$ cat config.mk
export PLATFORM = sky130hd
export DESIGN_NAME = vga_plane_writer
export DESIGN_NICKNAME = d
export VERILOG_FILES = /design/src/rtl/vga_plane_writer.sv
export SDC_FILE = /design/constraint.sdc
export NUM_CORES = 1
export LEC_CHECK = 0
export BUFFER_PORTS_ARGS = -buffer_cell sky130_fd_sc_hd__buf_2
export CAP_MARGIN = 30
export CORE_AREA = 2 2 116 118
export DETAILED_ROUTE_END_ITERATION = 10
export DIE_AREA = 0 0 118 120
export GPL_ROUTABILITY_DRIVEN = 0
export GPL_TIMING_DRIVEN = 0
export PLACE_DENSITY = 0.9
export SYNTH_ARGS = -nofsm -noshare
export SYNTH_HDL_FRONTEND = slang
export SYNTH_SLANG_ARGS = --single-unit
$ cat constraint.sdc
create_clock -name clk -period 2.42 [get_ports clk]
set_clock_uncertainty 0.2 [all_clocks]
set_input_delay 0.242 -clock clk [delete_from_list [all_inputs] [get_ports clk]]
set_output_delay 0.242 -clock clk [all_outputs]
set_load 0.02 [all_outputs]
$ cat src/rtl/vga_plane_writer.sv
module vga_plane_writer #(
  parameter int AW = 16,
  parameter int PLANES = 8,
  parameter int NARROW = 4
) (
  input  logic                clk,
  input  logic                rst_n,
  input  logic                wr_valid,
  input  logic [AW-1:0]       wr_addr,
  input  logic [7:0]          cpu_data,
  input  logic [PLANES*8-1:0] latch_bytes,
  input  logic [7:0]          sr_value,
  input  logic [7:0]          sr_enable,
  input  logic [7:0]          rot_func,
  input  logic [7:0]          bit_mask,
  input  logic [7:0]          map_mask,
  input  logic [7:0]          mode_sel,
  input  logic                ext_mode,
  input  logic                full_mask,
  input  logic                wide_latch,
  output logic [PLANES-1:0]   pl_we,
  output logic [AW-1:0]       pl_addr,
  output logic [PLANES*8-1:0] pl_data
);
  localparam int HIGH = PLANES - NARROW;

  logic [2:0]          mode;
  logic [15:0]         rot2;
  logic [7:0]          rot;
  logic [7:0]          eff_mask;
  logic [PLANES-1:0]   pmask, present, nxt_we;
  logic [PLANES*8-1:0] nxt_data;

  assign mode     = ext_mode ? mode_sel[2:0] : {1'b0, mode_sel[1:0]};
  assign rot2     = {cpu_data, cpu_data} >> rot_func[2:0];
  assign rot      = rot2[7:0];
  assign eff_mask = (mode == 3'd3) ? (bit_mask & rot) : bit_mask;
  assign pmask    = full_mask ? map_mask[PLANES-1:0]
                              : {{HIGH{1'b0}}, map_mask[NARROW-1:0]};
  assign present  = wide_latch ? {PLANES{1'b1}} : {{HIGH{1'b0}}, {NARROW{1'b1}}};
  assign nxt_we   = (wr_valid && !mode[2]) ? (pmask & present) : '0;

  function automatic logic [7:0] plane_byte(
    input logic [2:0] md, input logic [1:0] fn, input logic sre, input logic srv,
    input logic cbit, input logic [7:0] r, input logic [7:0] l, input logic [7:0] m);
    logic [7:0] d;
    case (md)
      3'd0:    d = sre ? {8{srv}} : r;
      3'd2:    d = {8{cbit}};
      default: d = {8{srv}};
    endcase
    if (md == 3'd1) return l;
    case (fn)
      2'd0:    return (d & m) | (l & ~m);
      2'd1:    return (d | ~m) & l;
      2'd2:    return (d & m) | l;
      default: return (d & m) ^ l;
    endcase
  endfunction

  for (genvar i = 0; i < PLANES; i++) begin : g_plane
    assign nxt_data[i*8 +: 8] = plane_byte(mode, rot_func[4:3], sr_enable[i], sr_value[i],
                                           cpu_data[i], rot, latch_bytes[i*8 +: 8], eff_mask);
  end

  always_ff @(posedge clk) begin
    if (!rst_n) begin
      pl_we   <= '0;
      pl_addr <= '0;
      pl_data <= '0;
    end else begin
      pl_we <= nxt_we;
      if (wr_valid) begin
        pl_addr <= wr_addr;
        pl_data <= nxt_data;
      end
    end
  end
endmodule


* After elaboration in Yosys (flattened, before gate mapping)
Cells that the tools add are included.
** Storage, ports and cells
- Flip-flop bits (word level) :: 88
- Latch bits :: 0
- Memory bits (writable) :: 0
- ROM bits :: 0
- Input bits :: 142
- Output and inout port bits :: 88
- Word-level logic and storage cells :: 118
- Memories kept :: 0
** Cells by class
- $add $sub $neg :: 0
- Multiply operators :: 0
- Divide/modulo/power cells :: 0
- Magnitude comparators :: 0
- Eq/ne operators :: 5
- Shift-type cells :: 1
- Multiplexer cells :: 45
- Bitwise operators :: 59
- Reductions and logical operators :: 5
** Operators by type and width (count)
- 2-to-1 mux 8 bit :: 27
- bitwise AND 8 bit :: 26
- bitwise OR 8 bit :: 24
- one-hot mux 8 bit (3 select lines) :: 8
- one-hot mux 8 bit (2 select lines) :: 8
- XOR 8 bit :: 8
- right shift 16 x 3 -> 8 bit :: 1
- NOT 8 bit :: 1
- equality test 3 x 2 -> 1 bit (second input constant) :: 2
- equality test 3 x 1 -> 1 bit (second input constant) :: 1
- logical NOT 3 bit :: 1
- 2-to-1 mux 3 bit :: 1
- equality test 2 x 1 -> 1 bit (second input constant) :: 1
- equality test 2 bit (second input constant) :: 1
- logical NOT 2 bit :: 1
- AND reduction 2 bit :: 1
- logical AND 1 bit :: 1
- logical NOT 1 bit :: 1
- 2-to-1 mux 1 bit :: 1

* Logic depth before layout (Yosys ltp)
- Depth after elaboration :: 8
- Gate-level depth with buffers :: 9
- Gate-level depth less buffers :: 6

* Worst setup path after synthesis
No wires, ideal clock.
- Path kind :: input -> register
- Start :: input port rot_func[1]
- End :: register pl_data[62]
- Data arrival time :: 1.811 ns
- Data required time :: 2.098 ns
- Slack :: 0.288 ns
- Cell stages on the path :: 8
- Buffers on the path :: 2
- Path through :: buf_6 mux2i_1 mux4_2 clkbuf_8 o211ai_1 xnor2_1 a21oi_1 a221o_1
** Between the ends
- Longest elaborated chain between the ends :: 8
- Elaborated cells between the ends (all ways) :: 15
** Ends and longest elaborated chain
- from (decl) :: RTL line 14 : input logic [7:0] rot_func,
- right shift 16 x 3 -> 8 bit * :: RTL line 35 : assign rot2 = {cpu_data, cpu_data} >> rot_func[2:0];
- bitwise AND 8 bit :: RTL line 37 : assign eff_mask = (mode == 3'd3) ? (bit_mask & rot) : bit_mask;
- 2-to-1 mux 8 bit :: RTL line 37
- NOT 8 bit :: RTL line 54, 55
- bitwise OR 8 bit / bitwise AND 8 bit (equally long branches) :: RTL line 55, 54
- bitwise AND 8 bit / bitwise OR 8 bit (equally long branches) :: RTL line 55, 54
- one-hot mux 8 bit (3 select lines) * :: RTL line 53 : case (fn)
- 2-to-1 mux 8 bit * :: RTL line 53
- to (signal assigned) :: RTL line 75 : pl_data <= nxt_data;
- to (decl) :: RTL line 23 : output logic [PLANES*8-1:0] pl_data
Mark *: on every way between the ends. The rest lies on a longest branch, timed or not.
A chain may end at the register's enable or synchronous reset.

* Final worst setup path
- Start :: input port mode_sel[1]
- End :: register pl_data[28]
** Between the ends
- Longest elaborated chain between the ends :: 8
- Elaborated cells between the ends (all ways) :: 18
** Ends and longest elaborated chain
- from (decl) :: RTL line 17 : input logic [7:0] mode_sel,
- 2-to-1 mux 3 bit * :: RTL line 34 : assign mode = ext_mode ? mode_sel[2:0] : {1'b0, mode_sel[1:0]};
- equality test 3 x 2 -> 1 bit :: RTL line 37
- 2-to-1 mux 8 bit :: RTL line 37
- NOT 8 bit :: RTL line 54, 55
- bitwise OR 8 bit / bitwise AND 8 bit (equally long branches) :: RTL line 55, 54
- bitwise AND 8 bit / bitwise OR 8 bit (equally long branches) :: RTL line 55, 54
- one-hot mux 8 bit (3 select lines) :: RTL line 53
- 2-to-1 mux 8 bit * :: RTL line 53
Marked as above.

==> flow_summary.json <==
{
  "status": "completed",
  "io_buffers": 215,
  "place_area_um2": 7640,
  "tightest_slew_ps": 778,
  "hold_viol": 0,
  "required_ps": 2470,
  "fin_util_pct": 67.7,
  "antenna_found_initial": 2,
  "fin_hold_ws_ps": 11.4,
  "async_flop_share_pct": 0,
  "rsz0062_at_grt": "no",
  "dp_hpwl_um": 17000,
  "cap_violations": 0,
  "worstSetupPathType": "in2reg",
  "dp_cells": 1187,
  "post_synth_num_cell_types": 47,
  "synth_top_cell_area_share_pct": 27.8,
  "cts-root-buf": "clkbuf_16",
  "synth_edf_count": 0,
  "ant_nets": 0,
  "cts_setup_buffers": 0,
  "dr.pass1.iters": 5,
  "fin_crit_ps": 2190,
  "critPathLaunchType": "primary input",
  "vdd_drop_max_mv": 0.371,
  "layout_commonest_cell": "buf_2",
  "netlist_instances": 796,
  "drt-initial-drc-count": 908,
  "routed_wl_um": 25200,
  "post-route-period-util_pct": 90.4,
  "die_w_um": 118,
  "die_h_um": 120,
  "clock.fmax_mhz": 457,
  "cts_tree": "yes",
  "fin_nets": 1248,
  "clkSinkCount": 88,
  "syn_avg_cell_area_um2": 7.96,
  "grt_pass1_wl_um": 38400,
  "ys_seq_elements": 88,
  "io_pins": 230,
  "drc": 0,
  "layout_common_cells": "buf_2, nand2_1, o21ai_0",
  "slew_headroom_pct": 47.8,
  "cts-htree-levels": 3,
  "clkTransAtPathRegs_ps": 70,
  "synth.largest_area_cell": "dfxtp_1",
  "ys_warn_count": 0,
  "worstHoldPathType": "in2reg",
  "critical_path.max_fanout": 10,
  "endpoint_kind": "flop",
  "drive_gt1_share_pct": 27.9,
  "fin_tns_setup_ps": 0,
  "power_density_nw_per_um2": 541,
  "area_growth_pct": 38.6,
  "clock_path_buffers": 2,
  "final_area_um2": 8790,
  "initial_utilization_pct": 48.8,
  "cts_buffers": 9,
  "globalRouteTotalUtil_pct": 34.6,
  "dieArea_um2": 14200,
  "synth.cell_area_um2": 6340,
  "clkLatencyLatePin_ps": 360,
  "leakage_uw": 0.00375,
  "core-area_um2": 13000,
  "vias_per_cell": 6.03,
  "setup_viol": 0,
  "ys.flop_type": "dfxtp_1",
  "grt_pass1_vias": 7501,
  "fin_cells": 1288,
  "via_count": 7768,
  "grt_max_degree": 18,
  "cp.arrival_ps": 2240,
  "ys_seq_area_share_pct": 27.8,
  "overflow": 0,
  "drv_slew": 0,
  "syn_nets": 938,
  "num_rows": 42,
  "synth.area.top_cells": "dfxtp_1, nand2_1, xnor2_1",
  "wl_per_cell_um": 19.6
}
[registers in the layout, indices dropped and copies added, names as in the netlist]
name / count
pl_data: 64
pl_addr: 16
pl_we: 8
[cell usage after synthesis, drive strengths merged (7+ instances only)]
| library cell | instances |
|---|---|
| nor2b | 25 |
| a31o | 42 |
| nand4 | 7 |
| a21boi | 8 |
| buf | 37 |
| dfxtp | 88 |
| a32oi | 7 |
| mux2i | 24 |
| and2 | 14 |
| clkbuf | 38 |
| or3 | 8 |
| mux4 | 8 |
| o211ai | 73 |
| nand2 | 164 |
| a21oi | 8 |
| o21ai | 116 |
| xnor2 | 64 |
| nand3 | 36 |
[critical path: stages]
cell	delay, ps
buf_2	160
buf_2	210
o21ai_0	230
clkbuf_1	400
clkbuf_1	410
o21ai_0	170
nand2_1	120
o21ai_0	80
a31o_1	210
[worst paths after layout]
kind	from	endpoint	slack, ps	cells after the start
min reg2reg	pl_data[37]$_SDFFE_PN0P_	pl_data[37]$_SDFFE_PN0P_	260	2
min	bit_mask[0]	pl_data[0]$_SDFFE_PN0P_	10	3
max	mode_sel[1]	pl_data[28]$_SDFFE_PN0P_	230	9
max reg2reg	pl_data[6]$_SDFFE_PN0P_	pl_data[6]$_SDFFE_PN0P_	1390	3
[kinds of logic (layout without fill, tap and decap cells)]
family / Yosys count / count (layout) / synth area share, %
buffers and inverters: 76 / 391 / 7.36
xor gates and xnor gates: 64 / 64 / 8.84
and+or+nand+nor: 263 / 263 / 18.9
muxes: 32 / 32 / 6.69
DFF: 88 / 88 / 27.8
AOI/OAI and AO/OA: 273 / 273 / 30.4
other: 0 / 1 / 0
[what timing repair did]
action / CTS / global route
hold buffers: 84 / 0
gates resized for setup: 0 / 0
endpoints found under the hold margin: 84 / 0
[cell type report]
type / count / area, um^2
fill: 1061 / 4190
multi-input combinational: 632 / 4110
timing repair buffer: 299 / 1920
sequential: 88 / 1760
buffer: 75 / 463
clock buffer: 9 / 225
tap: 176 / 220
clock inverter: 7 / 83.8
inverter: 1 / 3.75
antenna: 1 / 2.50
[metal layers]
layer / global-route usage, % / wire (um) / vias to the layer above
met1: 41.4 / 9650 / 3500
met5: 0 / 14 / -
li1: - / - / 3513
met4: 23.0 / 1560 / 2
met2: 54.7 / 11300 / 626
met3: 9.08 / 2690 / 127
[stage by stage]
stage               setup slack (ps)  total power [uW]
floorplan                        288              2620
global placement                18.5              3070
detailed placement             -77.8              3100
CTS                              298              4690
global route                    70.5              4920
finish                           232              4760
[where the power goes]
part           switching [uW]  total [uW]  internal, uW
Clock                     690        1510           823
Sequential               61.3        1630          1560
Combinational             948        1620           671
No activity file was read; power rests on OpenSTA's default activity.
